### config.mk
export PLATFORM = sky130hd
export DESIGN_NAME = win_hit_decoder
export DESIGN_NICKNAME = d
export VERILOG_FILES = /design/src/rtl/win_dec_pkg.sv /design/src/rtl/win_cmp.sv /design/src/rtl/win_sel.sv /design/src/rtl/win_hit_decoder.sv
export SDC_FILE = /design/constraint.sdc
export NUM_CORES = 1
export LEC_CHECK = 0
export BUFFER_PORTS_ARGS = -buffer_cell sky130_fd_sc_hd__buf_4
export CAP_MARGIN = 20
export CELL_PAD_IN_SITES_DETAIL_PLACEMENT = 0
export CELL_PAD_IN_SITES_GLOBAL_PLACEMENT = 2
export CORE_ASPECT_RATIO = 1.5
export CORE_MARGIN = 2
export CORE_UTILIZATION = 17
export DETAILED_ROUTE_END_ITERATION = 10
export GPL_ROUTABILITY_DRIVEN = 0
export PLACE_DENSITY_LB_ADDON = 0.1
export SLEW_MARGIN = 20
export SYNTH_ARGS = -nofsm -noshare
export SYNTH_HDL_FRONTEND = slang
export SYNTH_SLANG_ARGS = --single-unit
### constraint.sdc
create_clock -name clk -period 0.9 [get_ports clk]
set_input_delay 0.09 -clock clk [delete_from_list [all_inputs] [get_ports clk]]
set_output_delay 0.09 -clock clk [all_outputs]
set_load 0.1 [all_outputs]
### src/rtl/win_dec_pkg.sv
package win_dec_pkg;

    localparam int unsigned DEF_SLOTS  = 6;
    localparam int unsigned DEF_ABITS  = 32;

    // Low-bit mask of a window of size 2**l, saturating at 64 bits.
    function automatic logic [63:0] low_ones(input int unsigned l);
        logic [63:0] m;
        if (l >= 64) m = '1;
        else         m = (64'd1 << l) - 64'd1;
        return m;
    endfunction

endpackage

### src/rtl/win_cmp.sv
module win_cmp
    import win_dec_pkg::*;
#(
    parameter int unsigned ABITS   = DEF_ABITS,
    parameter int unsigned LOG2SZ  = 12,
    parameter bit          PRESENT = 1'b1
) (
    input  logic             en_i,
    input  logic [ABITS-1:0] base_i,
    input  logic [ABITS-1:0] addr_i,
    output logic             hit_o
);

    localparam logic [63:0]      LOW_W   = low_ones(LOG2SZ);
    localparam logic [ABITS-1:0] UPPER_M = ~LOW_W[ABITS-1:0];

    generate
        if (PRESENT) begin : g_live
            assign hit_o = en_i && (((addr_i ^ base_i) & UPPER_M) == '0);
        end else begin : g_absent
            logic unused_w;
            assign unused_w = en_i ^ (^base_i) ^ (^addr_i);
            assign hit_o    = 1'b0;
        end
    endgenerate

endmodule

### src/rtl/win_sel.sv
module win_sel
    import win_dec_pkg::*;
#(
    parameter int unsigned SLOTS = DEF_SLOTS,
    parameter int unsigned ABITS = DEF_ABITS,
    parameter int unsigned IDXW  = 3,
    parameter int unsigned LOG2SZ [SLOTS] = '{27, 26, 11, 20, 12, 16}
) (
    input  logic [SLOTS-1:0] hits_i,
    input  logic [ABITS-1:0] addr_i,
    output logic [IDXW-1:0]  idx_o,
    output logic [ABITS-1:0] offset_o,
    output logic             any_o
);

    always_comb begin
        logic [63:0] m_d;
        idx_o    = '0;
        offset_o = '0;
        any_o    = |hits_i;
        m_d      = '0;
        // Walk from the top down so the lowest hitting window is written last.
        for (int i = SLOTS - 1; i >= 0; i--) begin
            if (hits_i[i]) begin
                idx_o = IDXW'(i);
                m_d   = low_ones(LOG2SZ[i]);
            end
        end
        offset_o = addr_i & m_d[ABITS-1:0];
    end

endmodule

### src/rtl/win_hit_decoder.sv
module win_hit_decoder
    import win_dec_pkg::*;
#(
    parameter int unsigned    SLOTS = DEF_SLOTS,
    parameter int unsigned    ABITS = DEF_ABITS,
    parameter int unsigned    LOG2SZ [SLOTS] = '{27, 26, 11, 20, 12, 16},
    parameter logic [SLOTS-1:0] PRESENT = 6'b101111,
    localparam int unsigned   IDXW = (SLOTS > 1) ? $clog2(SLOTS) : 1
) (
    input  logic                   clk,
    input  logic                   rst_n,
    input  logic                   dec_en_i,
    input  logic [SLOTS*ABITS-1:0] bar_base_i,
    input  logic                   req_valid_i,
    input  logic [ABITS-1:0]       req_addr_i,
    output logic                   res_valid_o,
    output logic [SLOTS-1:0]       hit_vec_o,
    output logic [IDXW-1:0]        hit_idx_o,
    output logic [ABITS-1:0]       offset_o,
    output logic                   miss_o
);

    typedef struct packed {
        logic             valid;
        logic [SLOTS-1:0] hits;
        logic [IDXW-1:0]  idx;
        logic [ABITS-1:0] offset;
        logic             miss;
    } res_t;

    res_t             res_d, res_q;
    logic [SLOTS-1:0] hits_w;
    logic [IDXW-1:0]  idx_w;
    logic [ABITS-1:0] off_w;
    logic             any_w;

    generate
        for (genvar g = 0; g < SLOTS; g++) begin : g_win
            win_cmp #(
                .ABITS  (ABITS),
                .LOG2SZ (LOG2SZ[g]),
                .PRESENT(PRESENT[g])
            ) i_cmp (
                .en_i  (dec_en_i),
                .base_i(bar_base_i[g*ABITS +: ABITS]),
                .addr_i(req_addr_i),
                .hit_o (hits_w[g])
            );
        end
    endgenerate

    win_sel #(
        .SLOTS (SLOTS),
        .ABITS (ABITS),
        .IDXW  (IDXW),
        .LOG2SZ(LOG2SZ)
    ) i_sel (
        .hits_i  (hits_w),
        .addr_i  (req_addr_i),
        .idx_o   (idx_w),
        .offset_o(off_w),
        .any_o   (any_w)
    );

    always_comb begin
        res_d       = res_q;
        res_d.valid = req_valid_i;
        if (req_valid_i) begin
            res_d.hits   = hits_w;
            res_d.idx    = idx_w;
            res_d.offset = off_w;
            res_d.miss   = ~any_w;
        end
    end

    always_ff @(posedge clk or negedge rst_n) begin
        if (!rst_n) res_q <= '0;
        else        res_q <= res_d;
    end

    assign res_valid_o = res_q.valid;
    assign hit_vec_o   = res_q.hits;
    assign hit_idx_o   = res_q.idx;
    assign offset_o    = res_q.offset;
    assign miss_o      = res_q.miss;

    // strobe follows the request by exactly one clock.
    assert_strobe_follows_R6: assert property (@(posedge clk) disable iff (!rst_n)
        req_valid_i |=> res_valid_o);
    assert_no_spurious_strobe_R6: assert property (@(posedge clk) disable iff (!rst_n)
        !req_valid_i |=> (!res_valid_o && $stable(hit_vec_o) && $stable(offset_o) && $stable(miss_o)));
    // a miss carries no hit bits and no offset.
    assert_miss_clean_R3: assert property (@(posedge clk) disable iff (!rst_n)
        miss_o |-> (hit_vec_o == '0 && offset_o == '0 && hit_idx_o == '0));
    // winner is a hitting window and none below it hit.
    assert_winner_lowest_R5: assert property (@(posedge clk) disable iff (!rst_n)
        (res_valid_o && !miss_o) |->
            (hit_vec_o[hit_idx_o] && ((hit_vec_o & ((SLOTS'(1) << hit_idx_o) - SLOTS'(1))) == '0)));
    // absent windows never show up.
    assert_absent_silent_R4: assert property (@(posedge clk) disable iff (!rst_n)
        (hit_vec_o & ~PRESENT) == '0);
    // decode disabled means every request misses.
    assert_disabled_miss_R7: assert property (@(posedge clk) disable iff (!rst_n)
        (req_valid_i && !dec_en_i) |=> miss_o);

endmodule

== Yosys cells after proc, flatten, opt, wreduce, memory -nomap -nowiden ==
Cells that the tools add are included.

* Register bits: 42
* Latch bits: 0
* Bits in writable memories: 0
* Memory bits (read-only): 0
* Logic and storage cells: 33
* Memories: 0

* $add $sub $neg: 0
* $mul: 0
* Div/mod/pow operators: 0
* Order comparisons: 0
* Equal/unequal tests: 0
* Shift operators: 0
* Mux-type cells: 10
* Bitwise gates (word level): 7
* Reduce and logical (&&, ||, !) cells: 11

{| class="wikitable"
|+ Operator list
! kind !! number
|-
| 32-bit logical NOT || 5
|-
| 32-bit bitwise XOR || 5
|-
| 20-bit two-way mux || 2
|-
| 32-bit by 27-bit bitwise AND with 32-bit output || 1
|-
| 27-bit two-way mux || 1
|-
| 26-bit two-way mux || 1
|-
| 16-bit two-way mux || 1
|-
| 3-bit two-way mux || 5
|-
| 1-bit logical AND || 5
|-
| 5-bit OR reduction || 1
|-
| 1-bit NOT || 1
|}

== Longest topological paths before layout ==
* Depth in word-level cells: 9
* Gate-level depth with buffers: 8
* Gate-level depth less buffers: 5

== Modules after synthesis ==
Synthesis repeated with hierarchy kept, for this count alone.

* Cells, all modules: 224
* Area, all modules: 2839.0 µm²

{| class="wikitable"
|+ Modules (own cells, without submodules)
! module !! instances !! cells an instance !! area each (µm²)
|-
| win_hit_decoder || 1 || 91 || 1789.2
|-
| win_sel || 1 || 48 || 360.3
|-
| win_cmp (g_win[2].i_cmp) || 1 || 29 || 230.2
|-
| win_cmp (g_win[5].i_cmp) || 1 || 22 || 181.4
|-
| win_cmp (g_win[3].i_cmp) || 1 || 17 || 138.9
|-
| win_cmp (g_win[1].i_cmp) || 1 || 8 || 71.3
|-
| win_cmp (g_win[0].i_cmp) || 1 || 7 || 56.3
|-
| win_cmp (g_win[4].i_cmp) || 1 || 2 || 11.3
|}

== Worst setup path after synthesis ==
No wires, ideal clock.

* Path type: input-to-reg
* Start point: input req_addr_i[27]
* End point: register res_q (netlist bit hit_idx_o[2])
* Setup time: 120 ps
* Arrival time: 1512 ps
* Required time: 780 ps
* Slack: -732 ps
* Stages: 7
* Path buffers: 2
* Cells stage by stage: buf_2 > xnor2_1 > nand4_1 > or4_1 > buf_6 > o21ba_4 > a31o_2

* Cells in the longest elaborated chain, start to end: 8
* Elaborated cells between the ends (all ways): 20

{| class="wikitable"
|+ RTL lines
! element !! line !! RTL
|-
| start: declaration || win_hit_decoder.sv:15 || <nowiki>input logic [ABITS-1:0] req_addr_i,</nowiki>
|-
| 32-bit bitwise XOR || win_cmp.sv:19 || <nowiki>assign hit_o = en_i && (((addr_i ^ base_i) & UPPER_M) == '0);</nowiki>
|-
| 32-bit logical NOT || win_cmp.sv:19 ||
|-
| 1-bit logical AND || win_cmp.sv:19 ||
|-
| 3-bit two-way mux (4 in series) || win_sel.sv:24 || <nowiki>if (hits_i[i]) begin</nowiki>
|-
| 3-bit two-way mux (*) || win_sel.sv:24 ||
|-
| end signal: assignment || win_hit_decoder.sv:78 || <nowiki>else res_q <= res_d;</nowiki>
|-
| end: declaration || win_hit_decoder.sv:31 || <nowiki>res_t res_d, res_q;</nowiki>
|}

Mark *: on every way between the ends. The rest lies on a longest branch, timed or not.
A chain may end at the register's enable or synchronous reset.

== Worst setup path in the final report ==
* Start point: input req_addr_i[12]
* End point: register res_q (netlist bit hit_idx_o[2])

* Cells in the longest elaborated chain, start to end: 6

{| class="wikitable"
|+ RTL lines
! element !! line
|-
| 32-bit bitwise XOR || win_cmp.sv:19
|-
| 32-bit logical NOT || win_cmp.sv:19
|-
| 1-bit logical AND || win_cmp.sv:19
|-
| 3-bit two-way mux (3 in series) || win_sel.sv:24
|}

Every way passes these cells.

==> results.txt <==
----------------------------------------------------
[Run status]
  Run status ... finished with violations
  Failing checks ... setup timing

[Route]
  Number of antenna-violating nets in the routed design ... 0
  DR WL/cell ... around 17 um
  First-iteration detailed-routing DRC count ... 53
  Routed vias ... roughly 2.4k
  Detail-routed via count per cell ... between 4 and 5
  Total DRC errors in the routed layout ... 0
  Detailed-router iteration count before antenna repair ... 4
  Final Routed Wirelength ... 10.3 mm

[CTS]
  Deepest clock path buffer count ... 2
  Clock tree from TritonCTS ... done
  H-tree levels ... 2
  Num Clock Sinks ... 37
  CTS root buffer ... sky130_fd_sc_hd__clkbuf_16
  Register clock-pin slew on the reported worst setup and hold paths ... about 60 ps
  Clock latency of the later-clocked register in the worst-skew pair ... ~280 ps
  Inserted Clock Buffers ... 5

[Synthesis]
  Share of the synthesized area in the top cell type ... around 38%
  Async SR Flop Fraction ... between 90% and 100%
  Most used flip-flop cell after synthesis ... sky130_fd_sc_hd__dfrtp_1
  Gate Count Post-Synth ... 230
  Post-synth cell types ... 36
  Largest cells by area after synthesis ... sky130_fd_sc_hd__dfrtp_1, sky130_fd_sc_hd__xnor2_1, sky130_fd_sc_hd__xor2_1
  Most instantiated cells after synthesis ... sky130_fd_sc_hd__dfrtp_1, sky130_fd_sc_hd__xnor2_1, sky130_fd_sc_hd__xor2_1
  Leading area contributor after synthesis ... sky130_fd_sc_hd__dfrtp_1
  Flip-flop and latch count after synthesis ... 37
  Post-Synthesis Cell Area ... 2440 um2
  Mean Syn Cell Area ... ~11 um2
  Sequential share of the synthesized area ... 38.0%
  Warning count from the yosys run ... 0
  Post-synth EDFFs ... 0

[Timing]
  Highest Clock Rate ... around 720 MHz
  Final-report max-slew violation count ... 0
  Setup slack after layout ... -493 ps
  Summed negative setup slack over all endpoints ... -16,440 ps
  Fin crit period ... 1390 ps
  Period utilisation layout ... 155%
  Endpoints failing setup ... 73
  Endpoints failing hold ... 0
  Unrepaired setup endpoints after global routing ... yes
  Final worst clock skew ... 0 ps

[Global routing]
  Via count of the first global-routing pass ... 2,700
  Total gr overflow ... 0
  Largest net degree at the start of global routing ... 28
  Number of antenna violations at the first check in global routing ... 0
  GRT Total Usage ... between 10% and 20%
  First-pass GRT wire length ... roughly 15 mm

[Worst setup path]
  Series of cell instances along the critical path ... buf_4 > xnor2_2 > nand4_1 > or4_4 > o21ba_4 > a31o_2
  Crit-path slowest cell ... sky130_fd_sc_hd__or4_4
  Buffers & Inverters on Critical Path ... 1
  Critical path endpoint category ... register
  CP arrival ... 1560 ps
  Worst stage delay on the critical path ... 540 ps
  Category of the worst setup path launch point ... input port
  Family of cells with the greatest summed delay on the critical path ... simple AND/OR/NAND/NOR gates
  Worst-path fanout max ... 4
  Worst setup path category ... input port to register
  Data required time at the worst endpoint ... approximately 1100 ps

[Job]
  Maximum capacitance violations ... 0

[Final layout]
  Fillers ... about 1.4k
  Final std cells w/o fill ... 610
  Number of diodes added for antenna fixing ... 0
  Layout-stage area growth over the synthesis result ... 120%
  NumNets Final ... roughly 650
  Register area ... 971 um2
  Layout cell share with drive strength beyond 1 ... about three quarters
  Area of combinational cells with multiple inputs ... between 1500 and 2000 um2

[Die]
  Initial Utilization ... about 17%
  Site row count ... 53
  Total die area ... between 15,000 and 20,000 um2
  Core ar. ... 14,000 um2
  Overall die height ... approximately 150 um
  Overall die width ... 102 um
  Count of boundary I/O pins ... between 200 and 300

[Pwr]
  Power per cell area ... approximately 1100 nW/um2
  Worst supply voltage drop on vdd ... about 0.65 mV
  Power after layout ... roughly 5.7 mW
  Leakage ... ~2.3 nW

[Worst hold path]
  Worst Hold Class ... input port to register

[Place]
  Placed wire-length estimate ... around 8.1 mm
  Number of placed instances with taps included ... 590
  IO Port Bufs ... 132

----------------------------------------------------
==> power breakdown <==
part | switching [mW] | internal, mW
logic | 1.18 | 1.04
registers | 0.0673 | 1.73
clock network | 0.704 | 1.02
total | 1.95 | 3.79
==> stage by stage <==
stage	area (um2)	hold slack (ps)	util, %	worst slack (ps)
floorplan	2620	-206	-	-684
global placement	4180	-33.9	29.9	-996
detailed placement	4180	-30.2	29.9	-1010
CTS	5080	74.2	36.3	-482
global route	5360	81.2	38.3	-540
finish	5360	78.5	38.3	-493
==> worst min-delay path: stages <==
cell	delay [ps]
sky130_fd_sc_hd__buf_6	110
sky130_fd_sc_hd__nand2_1	70
sky130_fd_sc_hd__o2bb2ai_2	60
==> cells by family after synthesis <==
kind of cell	share of synthesized area, %
compound gates	15.5
xor+xnor	22.5
buf+inv	6.37
flops	38.0
mux	8.47
other cells	0.154
simple gates	9.09
==> final cells by class <==
| class | instances | share of cell area (%) |
|---|---|---|
| Tap cell | 192 | 4.49 |
| Inverter | 1 | 0.0701 |
| Multi-Input combinational cell | 175 | 33.8 |
| Clock inverter | 2 | 0.187 |
| Sequential cell | 37 | 18.1 |
| Timing Repair Buffer | 197 | 41.0 |
| Clock buffer | 6 | 2.41 |
==> per-layer routing <==
| metal | GRT usage, % | up-vias | share of wire, % |
|---|---|---|---|
| met1 | 16.8 | 1159 | 41 |
| met2 | 22.4 | 109 | 50 |
| li1 | - | 1175 | - |
| met3 | 4.09 | 5 | 8.7 |
| met5 | 0 | - | 0 |
| met4 | 3.04 | 0 | 0.94 |
==> state kept, by name, indices dropped and copies added (netlist names) <==
name         flops
hit_idx_o        3
hit_vec_o        5
miss_o           1
offset_o        27
res_valid_o      1
==> placed cells by master, fill, tap and decap left out, types with 2 or more instances in the layout <==
cell,count
sky130_fd_sc_hd__xnor2_1,18
sky130_fd_sc_hd__buf_4,124
sky130_fd_sc_hd__dfrtp_2,36
sky130_fd_sc_hd__buf_6,21
sky130_fd_sc_hd__conb_1,6
sky130_fd_sc_hd__a22o_1,2
sky130_fd_sc_hd__o2bb2ai_2,7
sky130_fd_sc_hd__xnor2_4,2
sky130_fd_sc_hd__nand2_1,15
sky130_fd_sc_hd__nor2b_1,2
sky130_fd_sc_hd__clkbuf_16,6
sky130_fd_sc_hd__buf_12,48
sky130_fd_sc_hd__a21oi_2,15
sky130_fd_sc_hd__buf_8,2
sky130_fd_sc_hd__nor4_2,5
sky130_fd_sc_hd__o211ai_1,15
sky130_fd_sc_hd__nor2_4,2
sky130_fd_sc_hd__nor4_4,2
sky130_fd_sc_hd__xor2_2,3
sky130_fd_sc_hd__mux2_4,5
sky130_fd_sc_hd__xor2_1,17
sky130_fd_sc_hd__nand4_1,8
sky130_fd_sc_hd__mux2i_1,15
sky130_fd_sc_hd__clkinv_2,2
sky130_fd_sc_hd__xnor2_2,20
sky130_fd_sc_hd__and3_4,2
==> path summary, 6_finish.rpt <==
check	to	slack, ps	depth (start not counted)	from
worst min-delay path	offset_o[20]$_DFFE_PN0P_	80	3	req_addr_i[20]
worst max register to register	hit_idx_o[0]$_DFFE_PN0P_	-40	3	hit_idx_o[0]$_DFFE_PN0P_
min in group asynchronous	offset_o[10]$_DFFE_PN0P_	190	2	rst_n
worst max-delay path	hit_idx_o[2]$_DFFE_PN0P_	-490	6	req_addr_i[12]
max in group asynchronous	offset_o[12]$_DFFE_PN0P_	310	3	rst_n
worst min register to register	hit_vec_o[0]$_DFFE_PN0P_	540	1	hit_vec_o[0]$_DFFE_PN0P_
==> timing repair <==
action	in CTS	in global routing
cloned	0	1
setup buffers	6	4
endpoints found under the hold margin	37	0
hold buffers	1	0
resized for setup	158	43
endpoints found under the setup margin	73	73
pin swaps	25	11
No activity file was read; power rests on OpenSTA's default activity.
